`src/rtl/obq_pkg.sv`:
```
package obq_pkg;
  typedef enum logic [1:0] {
    FS_IDLE = 2'd0,
    FS_REQ  = 2'd1,
    FS_WAIT = 2'd2
  } fetch_state_e;

  localparam logic [31:0] PF_EMPTY = 32'hFFFF_FFFF;
endpackage

```
`src/rtl/obq_ptr.sv`:
```
module obq_ptr #(
  parameter int IDX_W = 4
) (
  input  logic             clk_i,
  input  logic             rst_ni,
  input  logic             load_i,
  input  logic [IDX_W-1:0] load_val_i,
  input  logic             inc_i,
  output logic [IDX_W-1:0] ptr_o
);
  logic [IDX_W-1:0] ptr_q;

  always_ff @(posedge clk_i or negedge rst_ni) begin
    if (!rst_ni)     ptr_q <= '0;
    else if (load_i) ptr_q <= load_val_i;
    else if (inc_i)  ptr_q <= ptr_q + 1'b1; // wraps modulo queue size
  end

  assign ptr_o = ptr_q;

  AST_PTR_IDLE_HOLD: assert property (@(posedge clk_i) disable iff (!rst_ni)
    (!load_i && !inc_i) |=> $stable(ptr_o));
endmodule

```
`src/rtl/obq_fetch_fsm.sv`:
```
module obq_fetch_fsm
  import obq_pkg::*;
(
  input  logic clk_i,
  input  logic rst_ni,
  input  logic start_i,
  input  logic gnt_i,
  input  logic rvalid_i,
  output logic req_o,
  output logic busy_o,
  output logic load_o
);
  fetch_state_e state_q, state_d;

  always_comb begin
    state_d = state_q;
    unique case (state_q)
      FS_IDLE: if (start_i)  state_d = FS_REQ;
      FS_REQ:  if (gnt_i)    state_d = FS_WAIT;
      FS_WAIT: if (rvalid_i) state_d = FS_IDLE;
      default:               state_d = FS_IDLE;
    endcase
  end

  always_ff @(posedge clk_i or negedge rst_ni) begin
    if (!rst_ni) state_q <= FS_IDLE;
    else         state_q <= state_d;
  end

  assign req_o  = (state_q == FS_REQ);
  assign busy_o = (state_q != FS_IDLE);
  assign load_o = (state_q == FS_WAIT) && rvalid_i;

  AST_REQ_HELD: assert property (@(posedge clk_i) disable iff (!rst_ni)
    (req_o && !gnt_i) |=> req_o);
  AST_LOAD_ENDS_BUSY: assert property (@(posedge clk_i) disable iff (!rst_ni)
    load_o |=> !busy_o);
endmodule

```
`src/rtl/obq_prefetch_port.sv`:
```
module obq_prefetch_port
  import obq_pkg::*;
#(
  parameter int AW          = 32,
  parameter int QSIZE_BYTES = 64,
  localparam int IDX_W      = $clog2(QSIZE_BYTES / 4)
) (
  input  logic             clk_i,
  input  logic             rst_ni,
  input  logic [AW-1:0]    qbar_i,
  input  logic             head_we_i,
  input  logic [IDX_W-1:0] head_wdata_i,
  input  logic             host_rd_i,
  input  logic [3:0]       host_be_i,
  output logic [31:0]      host_rdata_o,
  output logic             host_retry_o,
  output logic             irq_o,
  output logic             mem_req_o,
  output logic [AW-1:0]    mem_addr_o,
  input  logic             mem_gnt_i,
  input  logic             mem_rvalid_i,
  input  logic [31:0]      mem_rdata_i
);
  localparam logic [AW-1:0] POST_OFS = AW'(2 * QSIZE_BYTES);

  logic [IDX_W-1:0] head, tail, head_nxt;
  logic [31:0]      pf_q;
  logic             busy, load, start, pf_empty, consume;

  obq_ptr #(.IDX_W(IDX_W)) u_head (
    .clk_i, .rst_ni,
    .load_i(head_we_i), .load_val_i(head_wdata_i),
    .inc_i(1'b0), .ptr_o(head)
  );

  obq_ptr #(.IDX_W(IDX_W)) u_tail (
    .clk_i, .rst_ni,
    .load_i(1'b0), .load_val_i('0),
    .inc_i(load), .ptr_o(tail)
  );

  obq_fetch_fsm u_fsm (
    .clk_i, .rst_ni,
    .start_i(start), .gnt_i(mem_gnt_i), .rvalid_i(mem_rvalid_i),
    .req_o(mem_req_o), .busy_o(busy), .load_o(load)
  );

  assign pf_empty = (pf_q == PF_EMPTY);
  assign head_nxt = head_we_i ? head_wdata_i : head;
  // a read with no byte enables returns data but consumes nothing
  assign consume  = host_rd_i && !busy && (|host_be_i) && !pf_empty;
  assign start    = !busy && ((head_we_i && pf_empty) || consume) && (head_nxt != tail);

  always_ff @(posedge clk_i or negedge rst_ni) begin
    if (!rst_ni)      pf_q <= PF_EMPTY;
    else if (load)    pf_q <= mem_rdata_i;
    else if (consume) pf_q <= PF_EMPTY;
  end

  assign host_rdata_o = pf_q;
  assign host_retry_o = host_rd_i && busy;
  assign irq_o        = !pf_empty || (head != tail);
  assign mem_addr_o   = qbar_i + POST_OFS + AW'({tail, 2'b00});

  AST_ADDR_STABLE: assert property (@(posedge clk_i) disable iff (!rst_ni)
    (mem_req_o && !mem_gnt_i && !head_we_i) |=> $stable(mem_addr_o));
  AST_FETCH_NONEMPTY: assert property (@(posedge clk_i) disable iff (!rst_ni)
    $rose(mem_req_o) |-> irq_o);
  AST_FETCH_INTO_EMPTY: assert property (@(posedge clk_i) disable iff (!rst_ni)
    busy |-> pf_empty);
  AST_PF_HOLD: assert property (@(posedge clk_i) disable iff (!rst_ni)
    (!pf_empty && !(host_rd_i && |host_be_i)) |=> $stable(host_rdata_o));
  AST_TAIL_STEP: assert property (@(posedge clk_i) disable iff (!rst_ni)
    load |=> (tail == IDX_W'($past(tail) + 1'b1)));
  AST_RETRY_NO_EFFECT: assert property (@(posedge clk_i) disable iff (!rst_ni)
    (host_retry_o && !mem_rvalid_i) |=> $stable(host_rdata_o));
endmodule

```
`config.mk`:
```
export PLATFORM = sky130hd
export DESIGN_NAME = obq_prefetch_port
export DESIGN_NICKNAME = d
export VERILOG_FILES = /design/src/rtl/obq_pkg.sv /design/src/rtl/obq_ptr.sv /design/src/rtl/obq_fetch_fsm.sv /design/src/rtl/obq_prefetch_port.sv
export SDC_FILE = /design/constraint.sdc
export NUM_CORES = 1
export LEC_CHECK = 0
export BUFFER_PORTS_ARGS = -buffer_cell sky130_fd_sc_hd__buf_2
export CORE_MARGIN = 5
export CORE_UTILIZATION = 41
export DETAILED_ROUTE_END_ITERATION = 6
export HOLD_SLACK_MARGIN = 0.1
export PLACE_DENSITY = 0.76
export SETUP_SLACK_MARGIN = 0.2
export SYNTH_ARGS = -nofsm -noshare
export SYNTH_HDL_FRONTEND = slang
export SYNTH_HIERARCHICAL = 1
export SYNTH_SLANG_ARGS = --single-unit
export TNS_END_PERCENT = 50
```
`constraint.sdc`:
```
create_clock -name clk_i -period 2 [get_ports clk_i]
set_input_delay 0.2 -clock clk_i [delete_from_list [all_inputs] [get_ports clk_i]]
set_output_delay 0.2 -clock clk_i [all_outputs]
set_load 0.005 [all_outputs]
```
# Word-level counts from Yosys, hierarchy flattened
# Index checks and enable logic that the tools add are counted.
[op_classes]
addsub = 3
n_eq_ne = 8
mux = 7
n_reduce_logical = 17
[op_table]
columns = ["cell", "count"]
rows = [
  ["32-bit 2-to-1 mux", 2],
  ["32-bit by 6-bit adder with 32-bit output", 1],
  ["32-bit by 8-bit adder with 32-bit output, second input constant", 1],
  ["32-bit equality test, second input constant", 1],
  ["1-bit logical AND", 8],
  ["4-bit inequality test", 2],
  ["2-bit 2-to-1 mux", 3],
  ["2-bit one-hot mux with 3 select lines", 1],
  ["4-bit by 1-bit adder with 4-bit output, second input constant", 1],
  ["4-bit 2-to-1 mux", 1],
  ["2-bit inequality test, second input constant", 2],
  ["2-bit nonzero test", 2],
  ["4-bit OR reduction", 1],
  ["3-bit AND reduction", 1],
  ["2-bit by 1-bit equality test with 1-bit output, second input constant", 1],
  ["2-bit equality test, second input constant", 1],
  ["1-bit logical NOT", 2],
  ["2-bit logical NOT", 1],
  ["1-bit logical OR", 2],
  ["2-bit by 1-bit inequality test with 1-bit output, second input constant", 1],
]
[word_totals]
regBits = 42
input_bits = 78
out_inout_bits = 67
word_cells = 39

# Longest topological paths before layout
# Gate-level depths: netlist of run 1.
[depth]
word_depth = 10
ltp_mapped = 8

# Modules after synthesis
# The synthesis of run 1 kept the hierarchy.
[by_module_without_submodules]
columns = ["mod", "n_inst", "cells_each", "area_each_um2", "seq_area_each_um2"]
rows = [
  ["obq_prefetch_port", 1, 234, 2362.3, 840.8],
  ["obq_ptr", 2, 18, 202.7, 100.1],
  ["obq_fetch_fsm", 1, 11, 105.1, 50.0],
]

# Least setup slack after synthesis of run 1
# Ideal clock, no wire load.
[synth_timing]
path_type = "reg2out"
startpoint = "reg u_tail.ptr_q[0], in the netlist u_tail/ptr_o[0]"
endpoint = "out mem_addr_o[18]"
arrival_ps = 1892
path_slack_ps = -92
path_stages_with_launch = 9
cell_sequence = "dfrtp_1 -> ha_1 -> inv_1 -> fa_1 -> nor2b_1 -> o31a_1 -> buf_2 -> o211ai_1 -> xnor2_1"
[synth_via]
elab_chain_cells = 1
[synth_lines]
columns = ["item", "line", "rtl"]
rows = [
  ["start: declaration", "obq_ptr.sv:11", "logic [IDX_W-1:0] ptr_q;"],
  ["start signal: assignment", "obq_ptr.sv:15", "else if (load_i) ptr_q <= load_val_i;"],
  ["start signal: assignment", "obq_ptr.sv:16", "else if (inc_i) ptr_q <= ptr_q + 1'b1;"],
  ["32-bit by 6-bit adder with 32-bit output", "obq_prefetch_port.sv:63", "assign mem_addr_o = qbar_i + POST_OFS + AW'({tail, 2'b00});"],
  ["end: declaration", "obq_prefetch_port.sv:19", "output logic [AW-1:0] mem_addr_o,"],
]
# Every way passes these cells.

# Worst setup path in the final report of run 1
[layout_timing]
startpoint = "reg u_tail.ptr_q[0], in the netlist u_tail/ptr_o[0]"
endpoint = "out mem_addr_o[8]"
# Same word-level chain as after synthesis.

==> impl_metrics.tcl, run 1 <==
set metrics [dict create \
    async_reset_ff_frac 1.000 \
    drive_above_1_share 0.5252 \
    clk_latency_ns 0.29 \
    wl_um 8096 \
    outcome "finished, violations left" \
    grt_pass1_vias 2702 \
    overflow 0 \
    cp_slowest_cell "dfrtp_2" \
    tns_ns -4.865 \
    seqCellArea_mm2 0.001094 \
    fin_crit_sh 1.131 \
    ant_nets 0 \
    leakagePower_nw 1.798 \
    gp_congestion 0.7871 \
    fin_skew_ns 0.009611 \
    drc 0 \
    ctsRootBufferMaster "clkbuf_8" \
    die_w_um 93.71 \
    yosys_warnings 6 \
    core_area_mm2 0.006794 \
    io_buffers 140 \
    synth_common_cells "nand2b_1 (34), o31a_1 (33), dfstp_2 (32)" \
    setup_viol 26 \
    synth_ff_type "dfstp_2" \
    critPathMaxFanout 5 \
    synth_top_area_cell "dfstp_2" \
    cp.arrival_ns 2.06 \
    start_util 0.4228 \
    drt_pass1_iterations 4 \
    grt_max_degree 65 \
    cts_buffer_depth 2 \
    seqPwrFrac 0.358 \
    wl_per_cell_um 14.64 \
    post-route-util 0.6114 \
    finalHoldViolCount 0 \
    via_count 2768 \
    placed_cells 529 \
    fin_nets 541 \
    area_delta_synth_final_pct 44.60 \
    dp_hpwl_um 6045 \
    drv_slew 0 \
    clock.fmax_ghz 0.4421 \
    syn_area_mm2 0.002873 \
    cp.required_ns 1.80 \
    path_cells "ha_4, inv_2, fa_2, nor2b_4, o31a_1, buf_4, nor2_2, xnor2_1, buf_2" \
    totalPowerFinal_w 0.004236 \
    grt_pass1_wl_um 12410 \
    fp.dieArea_mm2 0.008781 \
    hp-class "input port to flop" \
    multi_input_area_mm2 0.001836 \
    synth_top_area_frac 0.2927 \
    cpLargestDelayFamily "adder cells" \
    die_height_um 93.71 \
    clkPwrFrac 0.158 \
    synth-edff-count 0 \
    start_kind "flop" \
    drtIter0Drc 57 \
    cap_violations 0 \
    path_clk_slew_ns 0.08 \
    max_stage_delay_ns 0.39 \
    violations "setup timing" \
    fin_crit_ns 2.262 \
    powerDensity_mw_per_mm2 1020 \
    setup_ws_ns -0.2619 \
    post_synth.cell_area_avg_um2 10.22 \
    relSlewSlack 0.5804 \
    numCtsBuffers 5 \
    grt_usage 0.1720 \
    synth_cell_types 44 \
    yosysMostFrequentCell "nand2b_1" \
    cts_htree_levels 2 \
    endpoint_kind "output port" \
    cts_sinks 42 \
    synth_seq_cells 42 \
    worst_slew_pin_slew_ns 0.6294 \
    crit_buf_inv 3 \
    antenna_found_initial 0 \
    ys_seq_area_frac 0.3798 \
    switching_share 0.3634 \
    peakVddDrop_v 0.0004079 \
    netlist_instances 281 \
    final.fill_count 588 \
    rows 30 \
    synth_area_leaders "dfstp_2 (29%), o31a_1 (10%), xnor2_1 (9.5%)" \
    antennaDiodeCount 0 \
    rsz0062_at_grt "yes" \
    routed_via_density 5.005 \
    fin_cells 553 \
    p_switching_w 0.001539 \
    combPwrFrac 0.484 \
    cts_tree "done" \
    p_int_w 0.002697 \
    worstSetupPathType "flop to output port" \
    ios 145 \
]
[worst paths after layout]
path,from,endpoint,slack (ns),cells after the start
max,u_tail/ptr_o[0],mem_addr_o[8],-0.26,9
min,mem_gnt_i,u_fsm/state_q[1],0.13,2
max reg2reg,host_rdata_o[15],host_rdata_o[9],0.14,5
min reg2reg,u_fsm/state_q[1],u_fsm/state_q[0],0.50,1
max in group asynchronous,rst_ni,host_rdata_o[17],0.89,3
min in group asynchronous,rst_ni,u_head/ptr_o[0],0.47,2
[power by group through the flow]
| stage | sequential [W] | clock [W] | combinational [W] |
|---|---|---|---|
| after floorplan | 0.00152 | 0 | 0.00113 |
| after global placement | 0.00152 | 0 | 0.00176 |
| after detailed placement | 0.00153 | 0 | 0.00179 |
| after CTS | 0.00151 | 0.000688 | 0.00197 |
| after global routing | 0.00155 | 0.000723 | 0.00222 |
| final | 0.00152 | 0.000668 | 0.00205 |
[state kept, by name, indices dropped and copies added (netlist names)]
register,cells
u_tail/ptr_o,4
host_rdata_o,32
u_fsm/state_q,2
u_head/ptr_o,4
[worst register-to-register path, stage by stage, from the launching register on]
cell and delay [ns]:
dfstp_2 0.57, nand4_1 0.14, nor4_4 0.44, a2111oi_4 0.19, buf_6 0.18, o31a_1 0.28
[layout make-up]
cell class | instances | share of cell area
multi-input cells | 232 | 0.4419
flip-flops and latches | 42 | 0.2633
repair buffers | 170 | 0.2343
well taps | 96 | 0.02892
clock buffers | 5 | 0.01657
clock inverters | 3 | 0.01054
inverters | 5 | 0.004518
[cell usage in the layout, fill, tap and decap left out, drive strengths merged, types with 3 or more instances in the layout]
cell       n
nand4     16
xnor2     31
ha         6
dfrtp     10
conb      15
o211ai     7
nand2     14
a21oi      4
clkbuf     5
mux2i      6
o21ai     11
nor4       4
buf      169
and3       6
and4       4
inv        6
o31a      34
nand3      7
nor2       4
o2111ai    3
dfstp     32
xor2       9
nand2b    34
[routing by layer]
layer	vias to the layer above	track usage	wire, um
met1	1313	0.2079	3316
met3	4	0.03285	553
met5	-	0	0
met4	0	0.03008	58
li1	1363	-	-
met2	88	0.3182	4168
[repair_timing]
| action | CTS | global route |
|---|---|---|
| hold buffers | 1 | 0 |
| endpoints found under the setup margin | 59 | 62 |
| pin swaps | 42 | 50 |
| endpoints found under the hold margin | 10 | 0 |
| setup buffers | 5 | 5 |
| cloned | 4 | 1 |
| resized for setup | 19 | 11 |
[per-stage QoR]
stage | setup WS, ns | cell area, um^2 | hold WS [ns]
after floorplan | 0.07652 | 2948 | -0.09559
after global placement | -0.1114 | 3797 | 0.2659
after detailed placement | -0.2289 | 3797 | 0.2596
after CTS | -0.2731 | 4059 | 0.1222
after global routing | -0.3563 | 4154 | 0.1337
final | -0.2619 | 4154 | 0.1332
[kinds of logic (layout without fill, tap and decap cells)]
group,Yosys count,in the layout,synth area share
AO/OA/AOI/OAI,65,66,0.1799
XOR/XNOR,40,40,0.1220
adder cells (fa/ha/maj),7,7,0.03310
buffers and inverters,22,183,0.04050
flip-flops,42,42,0.3798
multiplexers,8,8,0.02875
other,1,15,0.001305
AND/OR/NAND/NOR,96,96,0.2147
Note: power is estimated with default switching activity, not from simulation.
==> run 2: changes to the inputs <==
--- a/config.mk
+++ b/config.mk
@@ -9,9 +9,10 @@
 export CORE_MARGIN = 5
 export CORE_UTILIZATION = 41
 export DETAILED_ROUTE_END_ITERATION = 6
+export GPL_ROUTABILITY_DRIVEN = 0
 export HOLD_SLACK_MARGIN = 0.1
 export PLACE_DENSITY = 0.76
-export SETUP_SLACK_MARGIN = 0.2
+export SETUP_SLACK_MARGIN = 0.1
 export SYNTH_ARGS = -nofsm -noshare
 export SYNTH_HDL_FRONTEND = slang
 export SYNTH_HIERARCHICAL = 1
==> impl_metrics.tcl, run 2 (synthesis results as in run 1) <==
set metrics [dict create \
    outcome "finished, violations left" \
    violations "setup timing" \
    cts_htree_levels 2 \
    ctsRootBufferMaster "clkbuf_8" \
    dp_hpwl_um 6056 \
    path_clk_slew_ns 0.08 \
    drv_slew 0 \
    antenna_found_initial 0 \
    drt_pass1_iterations 4 \
    die_height_um 93.71 \
    placed_area_mm2 0.003795 \
    mostFrequentLayoutCells "buf_2 (140), nand2b_1 (34), o31a_1 (33)" \
    worstSetupPathType "flop to output port" \
    setup_viol 25 \
    final.fill_count 584 \
    fin_nets 530 \
    endpoint_kind "output port" \
    fin_cells 542 \
    totalPowerFinal_w 0.003901 \
    final_common_cell "buf_2" \
    start_util 0.4228 \
    leakagePower_nw 1.728 \
    die_w_um 93.71 \
    seqCellArea_mm2 0.001092 \
    grt_usage 0.1681 \
    worst_slew_pin_slew_ns 0.7493 \
    cap_violations 0 \
    cp_slowest_cell "dfrtp_2" \
    multi_input_area_mm2 0.001819 \
    fin_crit_sh 1.130 \
    drc 0 \
    area_delta_synth_final_pct 40.03 \
    wl_um 7838 \
    clk_latency_ns 0.29 \
    numCtsBuffers 5 \
    ios 145 \
    antennaDiodeCount 0 \
    drtIter0Drc 88 \
    hp-class "input port to flop" \
    relSlewSlack 0.5005 \
    cp.arrival_ns 2.06 \
    wl_per_cell_um 14.46 \
    fp.dieArea_mm2 0.008781 \
    fin_crit_ns 2.260 \
    max_stage_delay_ns 0.42 \
    rows 30 \
    fin_skew_ns 0.006640 \
    routed_via_density 5.042 \
    cts_buffer_depth 2 \
    cp.required_ns 1.80 \
    path_cells "ha_4, inv_2, fa_2, nor2b_4, o31a_1, buf_6, o211ai_1, xnor2_1, buf_2" \
    ant_nets 0 \
    grt_pass1_vias 2632 \
    io_buffers 140 \
    cts_tree "done" \
    cts_sinks 42 \
    crit_buf_inv 3 \
    clock.fmax_ghz 0.4425 \
    grt_max_degree 65 \
    overflow 0 \
    finalHoldViolCount 0 \
    fin_area_mm2 0.004023 \
    start_kind "flop" \
    cpLargestDelayFamily "compound AO/OA/AOI/OAI gates" \
    drive_above_1_share 0.5000 \
    post-route-util 0.5921 \
    placed_cells 527 \
    powerDensity_mw_per_mm2 969.7 \
    rsz0062_at_grt "yes" \
    critPathMaxFanout 3 \
    grt_pass1_wl_um 12050 \
    peakVddDrop_v 0.0003591 \
    setup_ws_ns -0.2598 \
    largest_reg_flops 32 \
    core_area_mm2 0.006794 \
    via_count 2733 \
]
## run 2: report_power, final
| group | leakage [nW] | internal (W) | total (W) | switching (W) |
|---|---|---|---|---|
| clock | 0.0452 | 0.000246 | 0.000528 | 0.000282 |
| sequential | 0.458 | 0.00128 | 0.00151 | 0.000230 |
| combinational | 1.22 | 0.000920 | 0.00186 | 0.000939 |
## run 2: cell type report
class,count,area share
clock buffer,6,0.01804
clock inverter,2,0.003421
inverter,5,0.004666
multi-input combinational,232,0.4523
sequential,42,0.2715
tap,96,0.02986
timing repair buffer,159,0.2202
## run 2: layer usage
layer | wire [um] | track usage | up-vias | share of wire
met5 | 0 | 0 | - | 0
met1 | 3207 | 0.2002 | 1273 | 0.41
met4 | 210 | 0.06378 | 0 | 0.027
met2 | 3859 | 0.2898 | 100 | 0.49
li1 | - | - | 1344 | -
met3 | 560 | 0.04247 | 16 | 0.071
## run 2: final timing paths
check                           slack, ns        startpoint  cells past startpoint          endpoint
worst max-delay path                -0.26   u_tail/ptr_o[0]                      9    mem_addr_o[26]
worst min-delay path                 0.13         mem_gnt_i                      2  u_fsm/state_q[1]
worst max register to register       0.20  host_rdata_o[22]                      5  host_rdata_o[17]
worst min register to register       0.52  u_fsm/state_q[1]                      1  u_fsm/state_q[0]
max in group asynchronous            0.82            rst_ni                      3  host_rdata_o[17]
min in group asynchronous            0.53            rst_ni                      2   u_head/ptr_o[2]
## run 2: metrics by stage
step	worst slack, ns	hold slack (ns)	setup TNS (ns)
after floorplan	0.07638	-0.09559	0
after global routing	-0.3499	0.1166	-6.489
final	-0.2598	0.1251	-4.093
after CTS	-0.2624	0.1179	-4.804
after global placement	-0.1278	0.3171	-0.9358
after detailed placement	-0.1607	0.3156	-1.422
## run 2: repair_timing
action / CTS / global route
setup endpoints to repair: 28 / 28
pin swaps: 8 / 8
endpoints found under the hold margin: 10 / 0
gates resized for setup: 7 / 10
hold buffers: 1 / 0
cloned: 1 / 1
setup buffers: 1 / 3
==> run 3: changes to the inputs <==
--- a/config.mk
+++ b/config.mk
@@ -11,7 +11,7 @@
 export DETAILED_ROUTE_END_ITERATION = 6
 export GPL_ROUTABILITY_DRIVEN = 0
 export HOLD_SLACK_MARGIN = 0.1
-export PLACE_DENSITY = 0.76
+export PLACE_DENSITY_LB_ADDON = 0.08
 export SETUP_SLACK_MARGIN = 0.1
 export SYNTH_ARGS = -nofsm -noshare
 export SYNTH_HDL_FRONTEND = slang
==> impl_metrics.tcl, run 3 (synthesis results as in run 1) <==
set metrics [dict create \
    outcome "finished, violations left" \
    violations "setup timing" \
    reg2reg_depth 6 \
    ant_nets 0 \
    setup_ws_ns -0.2847 \
    overflow 0 \
    drive_above_1_share 0.5111 \
    via_count 2715 \
    ctsRootBufferMaster "clkbuf_8" \
    combPwrFrac 0.484 \
    endpoint_kind "output port" \
    critPathMaxFanout 3 \
    grt_max_degree 51 \
    dp_hpwl_um 5991 \
    drc 0 \
    cts_htree_levels 2 \
    final_common_cell "buf_2" \
    worstSetupPathType "flop to output port" \
    path_clk_slew_ns 0.09 \
    ff2ff_setup_slack_ns 0.10 \
    antenna_found_initial 0 \
    rows 30 \
    antennaDiodeCount 0 \
    ios 145 \
    setup_viol 26 \
    powerDensity_mw_per_mm2 1024 \
    cts_tree "done" \
    routed_via_density 4.973 \
    fin_nets 534 \
    switching_share 0.3686 \
    p_switching_w 0.001542 \
    numCtsBuffers 5 \
    p_int_w 0.002641 \
    start_util 0.4228 \
    die_w_um 93.71 \
    drv_slew 0 \
    cp.required_ns 1.80 \
    hp-class "input port to flop" \
    cap_violations 0 \
    fin_crit_ns 2.285 \
    fp.dieArea_mm2 0.008781 \
    multi_input_area_mm2 0.001821 \
    cp.arrival_ns 2.08 \
    fin_cells 546 \
    seqPwrFrac 0.361 \
    finalHoldViolCount 0 \
    core_area_mm2 0.006794 \
    grt_pass1_wl_um 12440 \
    cp-endpoint "mem_addr_o[26]" \
    drtIter0Drc 36 \
    fin_skew_ns 0.005726 \
    rsz0062_at_grt "yes" \
    fin_crit_sh 1.142 \
    hold_ws_ns 0.1251 \
    clk_latency_ns 0.30 \
    largest_reg_flops 32 \
    peakVddDrop_v 0.0003797 \
    final.fill_count 632 \
    rr_startpoint "host_rdata_o[28]" \
    area_delta_synth_final_pct 42.16 \
    dp_slack_ns -0.1459 \
    cts_buffer_depth 2 \
    io_buffers 140 \
    crit_start "u_tail/ptr_o[0]" \
    grt_usage 0.1745 \
    clkPwrFrac 0.155 \
    clock.fmax_ghz 0.4377 \
    placed_cells 527 \
    die_height_um 93.71 \
    wl_per_cell_um 14.60 \
    start_kind "flop" \
    leakagePower_nw 1.773 \
    grt_pass1_vias 2737 \
    mostFrequentLayoutCells "buf_2 (140), nand2b_1 (34), o31a_1 (33)" \
    cts_sinks 42 \
    drt_pass1_iterations 5 \
    wl_um 7972 \
    r2r-end "host_rdata_o[14]" \
    seqCellArea_mm2 0.001092 \
]
-- run 3: cell types whose count changed in the layout (fill, tap and decap cells not counted), moves of 2 or more --
| cell | previous run | this run |
|---|---|---|
| buf_4 | 12 | 15 |
| clkbuf_16 | 0 | 2 |
| a21oi_1 | 3 | 1 |
| a21oi_2 | 1 | 3 |
-- run 3: timing repair --
item,in CTS,in global routing
hold buffers,1,0
resized for setup,8,12
setup buffers,1,6
endpoints found under the setup margin,28,62
gates cloned,1,2
endpoints found under the hold margin,10,0
pin swaps,12,45
-- run 3: per-layer routing --
metal | vias up | track usage | wire [um]
met5 | - | 0 | 0
met3 | 10 | 0.03846 | 518
met4 | 0 | 0.05656 | 121
met2 | 90 | 0.3034 | 3966
li1 | 1349 | - | -
met1 | 1266 | 0.2133 | 3365
-- run 3: worst min path at each step --
stage / slack (ns) / cells past startpoint / from / endpoint
after floorplan: -0.1 / 0 / rst_ni / u_fsm/state_q[0]
after global placement: 0.14 / 1 / rst_ni / u_tail/ptr_o[3]
after detailed placement: 0.14 / 1 / rst_ni / u_tail/ptr_o[3]
after CTS: 0.11 / 2 / mem_gnt_i / u_fsm/state_q[1]
after global routing: 0.12 / 3 / head_wdata_i[0] / u_head/ptr_o[0]
final: 0.13 / 2 / mem_gnt_i / u_fsm/state_q[1]
-- run 3: critical path: stages, from the launching register on --
cell and delay, ns:
dfrtp_2 0.43, ha_4 0.16, inv_2 0.05, fa_2 0.23, nor2b_4 0.06, o31a_1 0.29, buf_6 0.14, o211ai_1 0.17
xnor2_1 0.13, buf_2 0.13
-- run 3: power by group through the flow --
stage	clock network (W)	registers (W)	logic [W]
2_1_floorplan	0	0.00152	0.00113
3_3_place_gp	0	0.00152	0.00181
3_5_place_dp	0	0.00153	0.00182
4_1_cts	0.000669	0.00151	0.00186
5_1_grt	0.000706	0.00156	0.00220
6_report	0.000647	0.00151	0.00202
-- run 3: metrics by stage --
step / total power [W] / setup TNS, ns / utilization / cell area, um^2
after floorplan: 0.002656 / 0 / - / 2948
after global placement: 0.003326 / -0.8819 / 0.5567 / 3782
after detailed placement: 0.003353 / -1.304 / 0.5567 / 3782
after CTS: 0.004047 / -5.538 / 0.5820 / 3954
after global routing: 0.004465 / -7.631 / 0.6011 / 4084
final: 0.004183 / -5.103 / 0.6011 / 4084
-- run 3: final cells by class --
type | instances | area share
clock inverter | 2 | 0.003370
multi-input combinational | 232 | 0.4458
inverter | 5 | 0.004596
timing repair buffer | 163 | 0.2264
sequential | 42 | 0.2675
tap | 96 | 0.02941
clock buffer | 6 | 0.02298
